## config.mk

```make
export PLATFORM = sky130hd
export DESIGN_NAME = baud_tick_gen
export DESIGN_NICKNAME = d
export VERILOG_FILES = /design/src/rtl/baud_tick_pkg.sv /design/src/rtl/baud_incr_regs.sv /design/src/rtl/baud_phase_acc.sv /design/src/rtl/baud_tick_gen.sv
export SDC_FILE = /design/constraint.sdc
export NUM_CORES = 1
export LEC_CHECK = 0
export BUFFER_PORTS_ARGS = -buffer_cell sky130_fd_sc_hd__buf_2
export CAP_MARGIN = 0
export CORE_ASPECT_RATIO = 1.4
export CORE_UTILIZATION = 25
export CTS_BUF_LIST = sky130_fd_sc_hd__clkbuf_16
export CTS_CLUSTER_DIAMETER = 40
export DETAILED_ROUTE_END_ITERATION = 8
export PLACE_DENSITY = 0.45
export SYNTH_ARGS = -nofsm -noshare
export SYNTH_HDL_FRONTEND = slang
export SYNTH_SLANG_ARGS = --single-unit
```

## constraint.sdc

```tcl
create_clock -name clk -period 6.8 [get_ports clk]
set_clock_uncertainty 0.15 [all_clocks]
set_input_delay 1.02 -clock clk [delete_from_list [all_inputs] [get_ports clk]]
set_output_delay 1.02 -clock clk [all_outputs]
set_load 0.005 [all_outputs]
```

## src/rtl/baud_tick_pkg.sv

```systemverilog
package baud_tick_pkg;

    localparam int BYTE_W = 8;

    // Write operation, decoded from {wr_lo, wr_hi}
    typedef enum logic [1:0] {
        WOP_IDLE = 2'b00,
        WOP_HIGH = 2'b01,
        WOP_LOW  = 2'b10,
        WOP_PAIR = 2'b11
    } wr_op_e;

    function automatic wr_op_e decode_wr(input logic hi, input logic lo);
        return wr_op_e'({lo, hi});
    endfunction

endpackage

```

## src/rtl/baud_incr_regs.sv

```systemverilog
module baud_incr_regs
    import baud_tick_pkg::*;
#(
    parameter int INCR_W = 16
) (
    input  logic                  clk,
    input  logic                  rst,
    input  logic                  wr_hi,
    input  logic                  wr_lo,
    input  logic [BYTE_W-1:0]     wr_data,
    output logic [INCR_W-1:0]     incr_q
);
    localparam int HI_W = INCR_W - BYTE_W;

    logic [HI_W-1:0] stage_hi;
    logic [HI_W-1:0] hi_from_data;
    wr_op_e          op;

    assign hi_from_data = HI_W'(wr_data);
    assign op           = decode_wr(wr_hi, wr_lo);

    always_ff @(posedge clk) begin
        if (rst) begin
            stage_hi <= '0;
            incr_q   <= '0;
        end else begin
            case (op)
                WOP_HIGH: stage_hi <= hi_from_data;
                WOP_LOW:  incr_q   <= {stage_hi, wr_data};
                WOP_PAIR: begin
                    stage_hi <= hi_from_data;
                    incr_q   <= {hi_from_data, wr_data};
                end
                default: ;
            endcase
        end
    end

    // without a low-byte write the committed value holds
    assert_hold_without_commit_R2: assert property (@(posedge clk) disable iff (rst)
        !wr_lo |=> $stable(incr_q));

    // a lone low-byte write lands its byte in the low half
    assert_low_byte_lands_R3: assert property (@(posedge clk) disable iff (rst)
        (wr_lo && !wr_hi) |=> (incr_q[BYTE_W-1:0] == $past(wr_data)));

endmodule

```

## src/rtl/baud_phase_acc.sv

```systemverilog
module baud_phase_acc #(
    parameter int ACC_W = 16
) (
    input  logic              clk,
    input  logic              rst,
    input  logic              en,
    input  logic [ACC_W-1:0]  incr,
    output logic              tick,
    output logic [ACC_W-1:0]  acc_q
);
    logic [ACC_W:0] sum_w;

    assign sum_w = {1'b0, acc_q} + {1'b0, incr};

    always_ff @(posedge clk) begin
        if (rst || !en) begin
            acc_q <= '0;
            tick  <= 1'b0;
        end else begin
            acc_q <= sum_w[ACC_W-1:0];
            tick  <= sum_w[ACC_W];
        end
    end

    // disabled means no tick and zero phase on the next cycle
    assert_idle_no_tick_R6: assert property (@(posedge clk) disable iff (rst)
        !en |=> (!tick && acc_q == '0));

    // a zero increment never carries
    assert_zero_incr_silent_R7: assert property (@(posedge clk) disable iff (rst)
        (incr == '0) |=> !tick);

    // a tick always coincides with the accumulator wrapping downward
    assert_tick_means_wrap_R5: assert property (@(posedge clk) disable iff (rst)
        tick |-> (acc_q < $past(acc_q)));

endmodule

```

## src/rtl/baud_tick_gen.sv

```systemverilog
module baud_tick_gen
    import baud_tick_pkg::*;
#(
    parameter int INCR_W = 16
) (
    input  logic              clk,
    input  logic              rst,
    input  logic              uart_en,
    input  logic              wr_hi,
    input  logic              wr_lo,
    input  logic [7:0]        wr_data,
    output logic [INCR_W-1:0] incr_rd,
    output logic              tick16
);
    logic [INCR_W-1:0] acc_w;

    baud_incr_regs #(.INCR_W(INCR_W)) u_regs (
        .clk     (clk),
        .rst     (rst),
        .wr_hi   (wr_hi),
        .wr_lo   (wr_lo),
        .wr_data (wr_data),
        .incr_q  (incr_rd)
    );

    baud_phase_acc #(.ACC_W(INCR_W)) u_acc (
        .clk   (clk),
        .rst   (rst),
        .en    (uart_en),
        .incr  (incr_rd),
        .tick  (tick16),
        .acc_q (acc_w)
    );

    // outputs quiet in the cycle after reset
    assert_reset_quiet_R1: assert property (@(posedge clk)
        rst |=> (incr_rd == '0 && !tick16));

endmodule

```

# Word level (Yosys, flattened, before mapping)

Cells that the tools add are included.

Add/sub/neg operators: 1
Equality and inequality tests: 3
Multiplexer cells: 1
Reductions and logical operators: 4

Operators by type and width:

| kind                 | count |
|---|---|
| $pmux W16 S2         | 1 |
| $add A16 B16 Y17     | 1 |
| $eq A2 B2 Y1 const B | 2 |
| $eq A2 B1 Y1 const B | 1 |
| $reduce_bool A2 Y1   | 1 |
| $reduce_or A2 Y1     | 1 |
| $logic_not A1 Y1     | 1 |
| $logic_or A1 B1 Y1   | 1 |

Register bits: 41
Input port bits: 13
Output and inout bits: 17
Word-level logic and storage cells: 13

# Logic depth before layout (Yosys ltp)

Gate-level depths: netlist of run 1.

Depth in word-level cells: 2
Gate-level depth with buffers: 7
Gate-level depth less buffers: 7

# By module

A second synthesis of run 1 with hierarchy kept.

Cell total of the unflattened synthesis: 223
Area, all modules: 2072.0 µm²

By module, submodules not included:

| module         | instances | cells an instance | area each (µm²) |
|---|---|---|---|
| baud_phase_acc | 1         | 145               | 1229.9 |
| baud_incr_regs | 1         | 78                | 842.1 |

# Least setup slack after synthesis of run 1

Ideal clock, no wire load.

Path kind: input port to flip-flop
From: input port rst
To: register u_acc.acc_q[10]
Arrival time: 2.082 ns
Required time: 6.522 ns
Slack: 4.440 ns
Cell stages on the path: 7
Path through: clkbuf_1 -> nand2b_1 -> clkbuf_1 -> clkbuf_1 -> nor3b_1 -> mux2i_1 -> o21ai_1

Cells in the longest elaborated chain, start to end: 1

RTL lines:

| item                 | RTL line             | RTL |
|---|---|---|
| start, declared      | baud_tick_gen.sv:7   | `input logic rst,` |
| $logic_or A1 B1 Y1   | baud_phase_acc.sv:16 | `if (rst \|\| !en) begin` |
| end signal, assigned | baud_phase_acc.sv:20 | `acc_q <= sum_w[ACC_W-1:0];` |
| end, declared        | baud_phase_acc.sv:9  | `output logic [ACC_W-1:0] acc_q` |

No other way between the ends.
A chain may end at the register's enable or synchronous reset.

# Worst setup path after layout of run 1

From: register u_regs.incr_q[0]
To: register u_acc.acc_q[12]

Cells in the longest elaborated chain, start to end: 1

RTL lines:

| item                   | RTL line             | RTL |
|---|---|---|
| start, declared        | baud_incr_regs.sv:11 | `output logic [INCR_W-1:0] incr_q` |
| start signal, assigned | baud_incr_regs.sv:29 | `WOP_LOW: incr_q <= {stage_hi, wr_data};` |
| start signal, assigned | baud_incr_regs.sv:32 | `incr_q <= {hi_from_data, wr_data};` |
| $add A16 B16 Y17       | baud_phase_acc.sv:13 | `assign sum_w = {1'b0, acc_q} + {1'b0, incr};` |

No other way between the ends.

==> impl_metrics.yaml, run 1 <==
grt:
  antenna_found_initial: 0
  track_usage: 0.128
  grt_pass1_vias: 1604
  grt_max_degree: 27
  grt-ovfl-total: 0
  grt_first_pass_wirelength_mm: 8.27
yosys:
  synth_flop_cell: "dfxtp_1"
  synth_cell_types: 38
  synth_compound_area_frac: 0.173
  syn_area_sq_um: 2070
  synthTopCellsByArea: "dfxtp_1 (40%), ha_1 (9.7%), mux2i_1 (9.7%)"
  yosysTopAreaCell: "dfxtp_1"
  synth_edf_count: 0
  synth_top_family_by_area: "simple AND/OR/NAND/NOR gates"
  synth_most_common_cell: "dfxtp_1"
  yosys.area_share.simple: 0.182
  syn_area_per_cell_sq_um: 8.98
  synth_warnings: 0
  synth_async_sr_flop_share: 0
  netlist.area_leader.share: 0.396
  synth_nets: 261
  synth-adder-area-share: 0.106
  synth_common_cells: "dfxtp_1 (41), nor2_1 (34), mux2i_1 (20), ha_1 (16)"
  yosys_register_bits: 41
  synth_mux_area_frac: 0.0966
  synthXorXnorAreaFrac: 0.0169
  yosysSeqAreaShare: 0.396
  syn_inst: 231
final_layout:
  antenna_cells: 0
  fin_nets: 282
  drive_above_1_share: 0.158
  n_fill_cell: 868
  fin_cells: 353
  syn2layout_area_growth_pct: 18.4
timing:
  slew_headroom: 0.407
  fin_crit_ps: 2500
  grt_setup_unrepaired: "no"
  finalSetupTns_ps: 0
  tightest_slew_ps: 888
  fin_crit_sh: 0.367
  fmax_mhz: 401
  finalHoldViolCount: 0
  setup_viol: 0
  drv_slew: 0
worst_hold_path:
  holdCritPathClass: "reg -> reg"
  min_from: "u_regs.stage_hi[6]"
place:
  io_buffers: 29
  dpl.hpwl_mm: 3.89
  placed_cells: 345
  finalWeightedCongestion: 0.773
routing:
  wl_per_cell_um: 14.3
  via_count: 1677
  routed_via_density: 4.75
  drt_iter0_markers: 85
  routed_wl_mm: 5.06
  drt-pass1-iter-count: 5
  drc: 0
  ant_nets: 0
setup_path:
  cp.required_ps: 6850
  r2r_start: "u_regs.incr_q[0]"
  setup.worst_path.start: "u_regs.incr_q[0]"
  worstSetupPathType: "reg -> reg"
  ff2ff_setup_slack_ps: 4300
  crit_fanout: 5
  worst_setup_path_end_kind: "flop"
  start_kind: "flop"
  cp.arrival_ps: 2550
floorplanning:
  fp.coreArea_sq_um: 7890
  dieWidth_um: 79.0
  io_pins: 30
  die_area_sq_um: 8670
  start_util: 0.263
  die_y_um: 110
  rows: 38
outcome:
  outcome: "finished, final reports clean"
cts:
  cts.sinks: 41
  post_cts_buffers: 0
  clkTransAtPathRegs_ps: 60
  cts_resized: 0
  postCtsHoldBufs: 0
  cts_htree_levels: 2
  clockBufferDepth: 2
  clk_latency_ps: 280
  cts_buffers: 5
  cts_tree: "done"
  clockRootBuffer: "clkbuf_16"
power:
  vdd_ir_drop_max_mv: 0.129
  p_leak_nw: 1.11
  power_density_nw_per_um2: 249
job:
  max-cap-violations: 0
## path summary, 6_finish.rpt
check	endpoint	cells past startpoint
worst max-delay path	u_acc.acc_q[12]	7
worst min-delay path	u_regs.stage_hi[6]	2
worst max register to register	u_acc.acc_q[12]	7
worst min register to register	u_regs.stage_hi[6]	2
## per-layer routing
| layer | GRT usage | up-vias | wire [um] |
|---|---|---|---|
| li1 | - | 884 | - |
| met1 | 0.143 | 762 | 2250 |
| met2 | 0.236 | 27 | 2610 |
| met3 | 0.0274 | 4 | 131 |
| met4 | 0.0429 | 0 | 68 |
| met5 | 0 | - | 0 |
## sequential cells by signal, summed over array words and instances, names as in the netlist
| register | cells |
|---|---|
| u_acc.acc_q | 16 |
| u_regs.incr_q | 16 |
| u_regs.stage_hi | 8 |
| u_acc.tick | 1 |
## through the flow
stage	hold WS, ps	power (W)	setup slack [ps]	area, sq um	util
final	347	0.000612	4300	2450	0.311
after global routing	387	0.000645	4150	2450	0.311
after CTS	349	0.000623	4280	2450	0.311
after detailed placement	329	0.000351	4040	2290	0.290
after global placement	329	0.000350	4050	2290	0.290
after floorplan	306	0.000325	4440	2070	-
## power breakdown
| part | internal (W) | switching (W) |
|---|---|---|
| sequential | 0.000255 | 0.00000932 |
| combinational | 0.0000333 | 0.0000469 |
| clock | 0.000172 | 0.0000951 |
| total | 0.000460 | 0.000151 |
## cells in the final DEF (no fill, tap or decap), types with 3 or more instances in the layout
cell and n:
nor3_1 4, a21oi_1 15, a21o_1 6, nand4_1 5
dfxtp_1 41, a211oi_1 8, o21ai_0 6, buf_2 29
nor2_1 34, o21ai_1 3, clkbuf_16 5, ha_1 16
nand2b_1 3, nor3b_1 4, nand3_1 9, nand2_1 10
mux2i_1 20
## area by class of cell
| class | count | area (sq um) | share of cell area |
|---|---|---|---|
| Multi-Input combinational cell | 174 | 1190 | 0.486 |
| Sequential cell | 41 | 821 | 0.334 |
| Timing Repair Buffer | 29 | 145 | 0.0591 |
| Clock buffer | 5 | 125 | 0.0510 |
| Tap cell | 100 | 125 | 0.0510 |
| Clock inverter | 3 | 42.5 | 0.0173 |
| Inverter | 1 | 3.75 | 0.00153 |
## cell families after synthesis
logic type | Yosys count
flops | 41
simple gates | 79
fa+ha+maj | 17
mux | 20
xor+xnor | 4
compound gates | 54
buf+inv | 16
## critical path, cell delays in order, from the launching register on
cell,delay [ps]
dfxtp_1,330
ha_1,230
fa_1,400
a21o_2,250
a311oi_2,420
nor3_1,120
o22ai_1,280
mux2i_1,240
(Power assumes the default switching activity.)
==> run 2, diff against run 1 <==
--- a/config.mk
+++ b/config.mk
@@ -5,6 +5,7 @@
 export SDC_FILE = /design/constraint.sdc
 export NUM_CORES = 1
 export LEC_CHECK = 0
+export ABC_AREA = 1
 export BUFFER_PORTS_ARGS = -buffer_cell sky130_fd_sc_hd__buf_2
 export CAP_MARGIN = 0
 export CORE_ASPECT_RATIO = 1.4
@@ -12,7 +13,7 @@
 export CTS_BUF_LIST = sky130_fd_sc_hd__clkbuf_16
 export CTS_CLUSTER_DIAMETER = 40
 export DETAILED_ROUTE_END_ITERATION = 8
-export PLACE_DENSITY = 0.45
+export PLACE_DENSITY = 0.46
 export SYNTH_ARGS = -nofsm -noshare
 export SYNTH_HDL_FRONTEND = slang
 export SYNTH_SLANG_ARGS = --single-unit
==> constraint.sdc (replaced) <==
create_clock -name clk -period 2.2 [get_ports clk]
set_clock_uncertainty 0.15 [all_clocks]
set_input_delay 0.33 -clock clk [delete_from_list [all_inputs] [get_ports clk]]
set_output_delay 0.33 -clock clk [all_outputs]
set_load 0.005 [all_outputs]
==> run 2 against run 1 <==
Against the previous run: area after synthesis up 8.4%; total power rose to 3.1 times the previous value; register-to-register slack got worse by 3900 ps; global-route usage up 0.68 points; clock power rose to 3.1 times the previous value; flip-flop and latch count unchanged; non-clock buffer count is 2 higher; clock-buffer cell count unchanged; final cell count is 31% higher; via count up 18%; sequential share of layout area is 2.6 points lower.
==> impl_metrics.yaml, run 2 <==
final_layout:
  syn2layout_area_growth_pct: 18.3
  final-seq-area_sq_um: 821
  reg_top3: "u_acc.acc_q (16), u_regs.incr_q (16), u_regs.stage_hi (8)"
  design_area_sq_um: 2660
  n_fill_cell: 971
  antenna_cells: 0
  drive_above_1_share: 0.142
  multiInputGateArea_sq_um: 1170
  final_common_cell: "nand2_1"
  fin_nets: 387
  final_cell_mix: "nand2_1 (84), inv_1 (55), nor2_1 (50)"
cts:
  clockRootBuffer: "clkbuf_16"
  clockBufferDepth: 2
  postCtsHoldBufs: 0
  cts.sinks: 41
  post_cts_buffers: 0
  clkTransAtPathRegs_ps: 60
  cts_buffers: 5
  cts_tree: "done"
  cts_htree_levels: 2
  clk_latency_ps: 280
  cts_resized: 0
floorplanning:
  rows: 40
  fp.coreArea_sq_um: 8660
  die_y_um: 114
  io_pins: 30
  dieWidth_um: 82.2
  start_util: 0.260
  die_area_sq_um: 9380
grt:
  antenna_found_initial: 0
  grt_max_degree: 33
  grt_first_pass_wirelength_mm: 9.26
  grt-ovfl-total: 0
  track_usage: 0.134
  grt_pass1_vias: 1988
place:
  dpl_cell_area_sq_um: 2500
  dpl.hpwl_mm: 4.49
  io_buffers: 29
  finalWeightedCongestion: 0.794
routing:
  routed_wl_mm: 5.55
  drc: 0
  drt-pass1-iter-count: 6
  routed_via_density: 4.29
  wl_per_cell_um: 12.0
  via_count: 1987
  ant_nets: 0
  drt_iter0_markers: 84
setup_path:
  cp.required_ps: 2230
  start_kind: "flop"
  cpMaxStageDelayCell: "fa_1"
  worst_path_most_repeated_cell: "nand3_1"
  crit_fanout: 4
  cp_cell_sequence: "ha_1 > fa_1 > nand3_1 > nand3_1 > nand3_1 > nand3_2 > a21oi_1 > nor2_1"
  max_stage_delay_ps: 420
  worstSetupPathType: "reg -> reg"
  cp.arrival_ps: 1870
  worst_setup_path_end_kind: "flop"
yosys:
  synth_most_common_cell: "nand2_1"
  synthTopCellsByArea: "dfxtp_1 (37%), nand2_1 (14%), inv_1 (9.0%)"
  syn_area_sq_um: 2250
  synth_edf_count: 0
  netlist.area_leader.share: 0.365
  synth_common_cells: "nand2_1 (84), inv_1 (54), nor2_1 (50), dfxtp_1 (41)"
  synth_async_sr_flop_share: 0
  syn_area_per_cell_sq_um: 6.88
  yosys_register_bits: 41
  syn_inst: 327
  yosysSeqAreaShare: 0.365
  synth_cell_types: 27
  synth_flop_cell: "dfxtp_1"
  yosysTopAreaCell: "dfxtp_1"
  synth_warnings: 0
  synth_nets: 357
timing:
  finalSetupTns_ps: 0
  finalHoldViolCount: 0
  grt_setup_unrepaired: "no"
  fin_crit_sh: 0.836
  drv_slew: 0
  setup_viol: 0
  slew_headroom: 0.639
  tightest_slew_ps: 542
  fmax_mhz: 544
  fin_crit_ps: 1840
power:
  p_leak_nw: 1.45
  power_density_nw_per_um2: 713
  finalPower_w: 0.00190
  vdd_ir_drop_max_mv: 0.560
worst_hold_path:
  holdCritPathClass: "in -> reg"
job:
  max-cap-violations: 0
outcome:
  outcome: "finished, final reports clean"
-- run 2: cell types whose count changed after synthesis, sizes merged, moves of 4 or more --
cell,before,now
nand2,10,88
inv,1,57
mux2i,20,0
nor2,34,51
clkbuf,15,4
a211o,0,8
a21o,7,0
nand4,5,0
o21ai,9,14
buf,0,4
nor3b,4,0
-- run 2: where the power goes --
group | leakage [nW] | switching (W) | internal (W)
registers | 0.338 | 0.0000304 | 0.000789
logic | 1.03 | 0.000156 | 0.0000999
clock network | 0.0826 | 0.000295 | 0.000527
total | 1.45 | 0.000482 | 0.00142
-- run 2: path summary, 6_finish.rpt --
| kind | startpoint | to | slack (ps) | cells after the start |
|---|---|---|---|---|
| worst max-delay path | u_regs.incr_q[0] | u_acc.tick | 360 | 8 |
| worst min-delay path | wr_data[7] | u_regs.incr_q[7] | 150 | 3 |
| worst max register to register | u_regs.incr_q[0] | u_acc.tick | 360 | 8 |
| worst min register to register | u_regs.stage_hi[3] | u_regs.stage_hi[3] | 350 | 2 |
-- run 2: cell families (layout without fill, tap and decap cells) --
| group | Yosys count | in the layout | synth area share |
|---|---|---|---|
| and+or+nand+nor | 157 | 157 | 0.291 |
| buffers and inverters | 65 | 96 | 0.114 |
| AOI/OAI and AO/OA | 47 | 47 | 0.132 |
| DFF | 41 | 41 | 0.365 |
| adders and majority gates | 17 | 17 | 0.0979 |
-- run 2: worst max-delay path: cells and delay by family, from the launching register on --
family | cells | cell delay [ps]
flops | 1 | 320
simple gates | 5 | 490
compound gates | 1 | 140
fa+ha+maj | 2 | 640
-- run 2: metal layers --
layer	wire [um]	GRT usage
met5	0	0
met4	206	0.0678
met3	136	0.0279
met2	2810	0.241
met1	2400	0.144
-- run 2: cell type report --
type,instances,area share
Sequential cell,41,0.309
Clock buffer,5,0.0470
Tap cell,105,0.0494
Clock inverter,3,0.0141
Inverter,57,0.0804
Timing Repair Buffer,31,0.0602
Multi-Input combinational cell,221,0.440
-- run 2: metrics by stage --
step | instances | setup slack (ps) | hold WS [ps] | utilization
6_report | 463 | 361 | 152 | 0.307
2_1_floorplan | 327 | 493 | 309 | -
3_5_place_dp | 455 | 359 | 346 | 0.288
3_3_place_gp | 455 | 396 | 339 | 0.288
5_1_grt | 463 | 162 | 156 | 0.307
4_1_cts | 463 | 345 | 149 | 0.307
